[config.mk]
export PLATFORM = sky130hd
export DESIGN_NAME = dual_half_timer
export DESIGN_NICKNAME = d
export VERILOG_FILES = /design/src/rtl/dht_pkg.sv /design/src/rtl/dht_sync.sv /design/src/rtl/dht_count.sv /design/src/rtl/dht_flags.sv /design/src/rtl/dual_half_timer.sv
export SDC_FILE = /design/constraint.sdc
export NUM_CORES = 1
export LEC_CHECK = 0
export BUFFER_PORTS_ARGS = -buffer_cell sky130_fd_sc_hd__buf_2
export CORE_AREA = 2 2 83 85
export CTS_CLUSTER_DIAMETER = 60
export CTS_CLUSTER_SIZE = 24
export DETAILED_ROUTE_END_ITERATION = 10
export DIE_AREA = 0 0 85 87
export GPL_TIMING_DRIVEN = 0
export PLACE_DENSITY = 0.47
export REMOVE_ABC_BUFFERS = 1
export SYNTH_ARGS = -nofsm -noshare
export SYNTH_HDL_FRONTEND = slang
export SYNTH_SLANG_ARGS = --single-unit
[constraint.sdc]
create_clock -name clk_i -period 2.1 [get_ports clk_i]
set_input_delay 0.21 -clock clk_i [delete_from_list [all_inputs] [get_ports clk_i]]
set_output_delay 0.21 -clock clk_i [all_outputs]
set_load 0.005 [all_outputs]
[src/rtl/dht_pkg.sv]
package dht_pkg;
  localparam int unsigned HALVES = 2;
  localparam int unsigned LO     = 0;
  localparam int unsigned HI     = 1;
endpackage

[src/rtl/dht_sync.sv]
module dht_sync #(
  parameter int unsigned STAGES = 2
) (
  input  logic clk_i,
  input  logic rst_ni,
  input  logic d_i,
  output logic rise_o
);
  // sh[STAGES-1] is the synchronized level, sh[STAGES] its previous value
  logic [STAGES:0] sh;

  always_ff @(posedge clk_i or negedge rst_ni) begin
    if (!rst_ni) sh <= '0;
    else         sh <= {sh[STAGES-1:0], d_i};
  end

  assign rise_o = sh[STAGES-1] & ~sh[STAGES];
endmodule

[src/rtl/dht_count.sv]
module dht_count
  import dht_pkg::*;
#(
  parameter int unsigned HALF_W = 8
) (
  input  logic                       clk_i,
  input  logic                       rst_ni,
  input  logic                       tick_i,
  input  logic                       split_i,
  input  logic [HALVES-1:0]          run_i,
  output logic [HALVES*HALF_W-1:0]   cnt_o,
  output logic [HALVES-1:0]          wrap_o
);
  logic [HALVES-1:0][HALF_W-1:0] half_q;
  logic [HALVES-1:0]             adv, at_max;

  for (genvar g = 0; g < HALVES; g++) begin : g_max
    assign at_max[g] = &half_q[g];
  end

  // wide: high half run gates both bytes, low carry feeds high
  assign adv[LO] = tick_i & (split_i ? run_i[LO] : run_i[HI]);
  assign adv[HI] = tick_i & run_i[HI] & (split_i | at_max[LO]);
  assign wrap_o  = adv & at_max;

  always_ff @(posedge clk_i or negedge rst_ni) begin
    if (!rst_ni) begin
      half_q <= '0;
    end else begin
      for (int i = 0; i < HALVES; i++)
        if (adv[i]) half_q[i] <= half_q[i] + 1'b1;
    end
  end

  assign cnt_o = half_q;
endmodule

[src/rtl/dht_flags.sv]
module dht_flags
  import dht_pkg::*;
(
  input  logic              clk_i,
  input  logic              rst_ni,
  input  logic [HALVES-1:0] set_i,
  input  logic [HALVES-1:0] clr_i,
  output logic [HALVES-1:0] flags_o
);
  always_ff @(posedge clk_i or negedge rst_ni) begin
    if (!rst_ni) flags_o <= '0;
    else         flags_o <= (flags_o & ~clr_i) | set_i;
  end
endmodule

[src/rtl/dual_half_timer.sv]
module dual_half_timer
  import dht_pkg::*;
#(
  parameter int unsigned HALF_W      = 8,
  parameter int unsigned SYNC_STAGES = 2,
  localparam int unsigned CNT_W      = HALVES * HALF_W
) (
  input  logic              clk_i,
  input  logic              rst_ni,
  input  logic              tick_i,
  input  logic              split_i,
  input  logic              hi_run_i,
  input  logic              lo_run_i,
  input  logic              hi_cap_i,
  input  logic              lo_cap_i,
  input  logic              cap_i,
  input  logic              lo_irq_en_i,
  input  logic [1:0]        clr_i,
  output logic [CNT_W-1:0]  cnt_o,
  output logic [HALF_W-1:0] cap_hi_o,
  output logic [HALF_W-1:0] cap_lo_o,
  output logic [1:0]        flags_o,
  output logic              irq_o
);
  logic                          cap_evt;
  logic [HALVES-1:0]             wrap, latch, set;
  logic [HALVES-1:0][HALF_W-1:0] cap_q;
  logic [HALVES-1:0][HALF_W-1:0] cnt_halves;

  dht_sync #(.STAGES(SYNC_STAGES)) u_sync (
    .clk_i  (clk_i),
    .rst_ni (rst_ni),
    .d_i    (cap_i),
    .rise_o (cap_evt)
  );

  dht_count #(.HALF_W(HALF_W)) u_count (
    .clk_i   (clk_i),
    .rst_ni  (rst_ni),
    .tick_i  (tick_i),
    .split_i (split_i),
    .run_i   ({hi_run_i, lo_run_i}),
    .cnt_o   (cnt_o),
    .wrap_o  (wrap)
  );

  assign cnt_halves = cnt_o;

  // wide: hi_cap_i selects capture for the whole counter
  assign latch[HI] = cap_evt & hi_cap_i;
  assign latch[LO] = cap_evt & (split_i ? lo_cap_i : hi_cap_i);

  // wide timer: hi on 16-bit wrap; wide capture: hi on capture, lo on 16-bit wrap
  assign set[HI] = hi_cap_i ? cap_evt : wrap[HI];
  assign set[LO] = split_i ? (lo_cap_i ? cap_evt : wrap[LO])
                           : (hi_cap_i ? wrap[HI] : wrap[LO]);

  for (genvar g = 0; g < HALVES; g++) begin : g_cap
    always_ff @(posedge clk_i or negedge rst_ni) begin
      if (!rst_ni)       cap_q[g] <= '0;
      else if (latch[g]) cap_q[g] <= cnt_halves[g];
    end
  end

  dht_flags u_flags (
    .clk_i   (clk_i),
    .rst_ni  (rst_ni),
    .set_i   (set),
    .clr_i   (clr_i),
    .flags_o (flags_o)
  );

  assign cap_hi_o = cap_q[HI];
  assign cap_lo_o = cap_q[LO];
  assign irq_o    = flags_o[HI] | (flags_o[LO] & lo_irq_en_i);
endmodule

==> run_results.csv <==
group,metric,value,unit
sta,relSlewSlack,44.7,%
clock_network,postCtsHoldBufs,0,
floorplan,fp.dieH,87,um
route,drcViolationCount,0,
yosys,synth_area_leaders,"dfrtp_1 59%, mux2_2 13%, nand2_1 4.1%, xnor2_1 3.9%, xor2_1 3.9%",
clock_network,cts_buffers,5,
route,drtIter0Drc,25,
clock_network,cts_tree,"yes",
yosys,synth_top_family_by_area,"simple AND/OR/NAND/NOR gates",
power_and_ir_drop,vdd_drop_max,0.415,mV
worst_setup_path,startpoint_type,"register",
worst_setup_path,slowest_delay,510,ps
clock_network,clk_pin_slew_worst_paths,70,ps
power_and_ir_drop,seqPwrFrac,52.4,%
power_and_ir_drop,internal_power,1.51,mW
floorplan,ios,47,
worst_setup_path,path_max_fanout,8,
yosys,ys_async_sr_fraction,100,%
yosys,synth_most_common_cell,"dfrtp_1",
worst_setup_path,worstPathRequired,2300,ps
sta,slew_violations,0,
clock_network,insertion_delay,290,ps
yosys,synth_area,1580,sq um
power_and_ir_drop,p_clk_share,21.5,%
clock_network,cts.repair.resized,0,
final_layout,fin_nets,190,
worst_setup_path,cp_slowest_cell,"or4b_4",
yosys,syn_area_per_cell,12.8,sq um
power_and_ir_drop,leakagePower,0.965,nW
worst_setup_path,crit_chain,"ha_1, nand3_2, o21bai_4, or4b_4, o221ai_2",
sta,hold_viol,0,
sta,worst_pin_slew,830,ps
placed_design,dp_hpwl,2390,um
global_routing,grt_pass1_vias,1082,
floorplan,core,6570,sq um
floorplan,fp.dieW,85,um
floorplan,initial_core_util,24.0,%
clock_network,post_cts_buffers,0,
global_routing,grt_pass1_wl,5590,um
yosys,synth_enable_flop_cells,0,
global_routing,grt_use_total,9.76,%
clock_network,cts_max_level,2,
placed_design,portBuffers,46,
yosys,syn_inst,123,
route,vias,1104,
final_layout,n_antenna_cell,0,
clock_network,clkSinkCount,37,
clock_network,cts-root-buf,"clkbuf_8",
floorplan,num_rows,30,
sta,rsz0062_at_grt,"no",
global_routing,gr-total-overflow,0,
route,wl_per_cell,12.9,um
sta,clock_skew,5.90,ps
worst_setup_path,critical_path_class,"register to register",
route,drtAntennaViolNets,0,
yosys,synth_flop_cell,"dfrtp_1",
sta,finalSetupTns,0,ps
status,outcome,"complete, no violations",
yosys,synth.distinct_cells,27,
yosys,ys_seq_elements,37,
power_and_ir_drop,power,2.21,mW
route,firstDrtPassIters,4,
yosys,synthXorXnorAreaFrac,7.78,%
floorplan,dieArea,7400,sq um
yosys,yosysWarnings,0,
yosys,yosys.area_share.simple,15.3,%
placed_design,place_congestion,0.714,
global_routing,antenna_found_initial,0,
power_and_ir_drop,switching_share,31.8,%
yosys,yosysSeqAreaShare,58.8,%
yosys,muxShareOfSynthArea,12.9,%
final_layout,layout-drive-gt1-share,42.4,%
sta,period_share,82.8,%
yosys,yosysTopAreaCell,"dfrtp_1",
worst_setup_path,worstSetupEndpointType,"register",
power_and_ir_drop,power_frac_comb,26.1,%
power_and_ir_drop,switchingPower,0.701,mW
sta,min_period,1740,ps
yosys,synth_top_area_share,58.8,%
sta,setup_viol,0,
sta,max_freq,0.575,GHz
yosys,synth_fa_ha_area_share,1.59,%
job,cap_viol_max_count,0,
clock_network,cts_buffer_depth,2,
route,via_per_inst,4.30,
yosys,synth_compound_area_share,3.26,%
worst_setup_path,crit_arrival,1940,ps
hold_path,hold_class,"input port to async pin",
global_routing,grt_max_degree,38,
final_layout,areaGrowthSynthToFinish,26.1,%
power_and_ir_drop,p_per_area,1110,nW/um^2
yosys,synthTopCellsByCount,"37 x dfrtp_1, 18 x mux2_2, 17 x nand2_1, 7 x xnor2_1, 7 x xor2_1",
route,totalWireLength,3330,um
-- cells in the final DEF (no fill, tap or decap), drive strengths merged --
cell and count:
buf 46, o221ai 1, and2 2, nand2 17, nor3b 2, a31oi 1
nor2 5, nand4 2, dfrtp 37, nand3 6, o21ai 1, o21bai 1
inv 2, and3 2, mux2 18, nor4 1, nor2b 1, xnor2 7
ha 2, nand2b 2, or4b 1, clkbuf 8, nand3b 1, nor3 3
o22ai 1, xor2 7
-- power by group through the flow --
stage          Sequential (mW)  Clock, mW  Combinational, mW
6_report                  1.16      0.474              0.575
5_1_grt                   1.20      0.533              0.647
4_1_cts                   1.16      0.502              0.590
3_5_place_dp              1.17          0              0.588
3_3_place_gp              1.17          0              0.585
2_1_floorplan             1.15          0              0.276
-- worst max-delay path, delay by kind of cell (launching register included) --
family / cells / cell delay, ps
AND/OR/NAND/NOR: 2 / 630
flip-flops: 1 / 420
AO/OA/AOI/OAI: 2 / 400
adder cells (fa/ha/maj): 1 / 200
-- through the flow --
stage	setup slack (ps)	utilization (%)	cells	hold slack (ps)	area [sq um]
finish	361	30.2	257	7.11	1990
global route	249	30.2	257	21.4	1990
CTS	323	30.2	257	24.1	1990
detailed placement	340	29.0	249	325	1910
global placement	352	29.0	249	324	1910
floorplan	485	-	123	-85.6	1580
-- metal layers --
metal / global-route usage [%] / part of all wire (%)
met3: 3.51 / 6.6
met4: 3.03 / 1.5
met1: 13.3 / 47
met5: 0 / 0
met2: 14.6 / 45
-- path summary, 6_finish.rpt --
path / from / slack, ps / cells past startpoint / to
min in group clk_i: cap_i / 30 / 1 / u_sync.sh[0]
max in group asynchronous: rst_ni / 1550 / 1 / u_flags.flags_o[1]
setup / recovery: u_count.cnt_o[0] / 360 / 5 / u_flags.flags_o[1]
hold reg to reg: u_sync.sh[0] / 350 / 0 / u_sync.sh[1]
setup reg to reg: u_count.cnt_o[0] / 360 / 5 / u_flags.flags_o[1]
hold / removal: rst_ni / 7 / 1 / cap_lo_o[6]
-- cell type report --
class	count	area [sq um]
inverter	2	7.51
clock buffer	8	80.1
sequential	37	926
timing repair buffer	46	230
fill	683	4580
tap	80	100
multi-input combinational	84	642
-- kinds of logic after synthesis --
group                    count (synthesis)
AND/OR/NAND/NOR                         45
multiplexers                            18
adder cells (fa/ha/maj)                  2
AO/OA/AOI/OAI                            5
XOR/XNOR                                14
buffers and inverters                    2
flip-flops                              37
-- registers in the layout (all words and copies together) (netlist names) --
name and count:
cap_hi_o 8, u_sync.sh 3, cap_lo_o 8, u_count.cnt_o 16, u_flags.flags_o 2
Power figures use the tool's default switching activity.
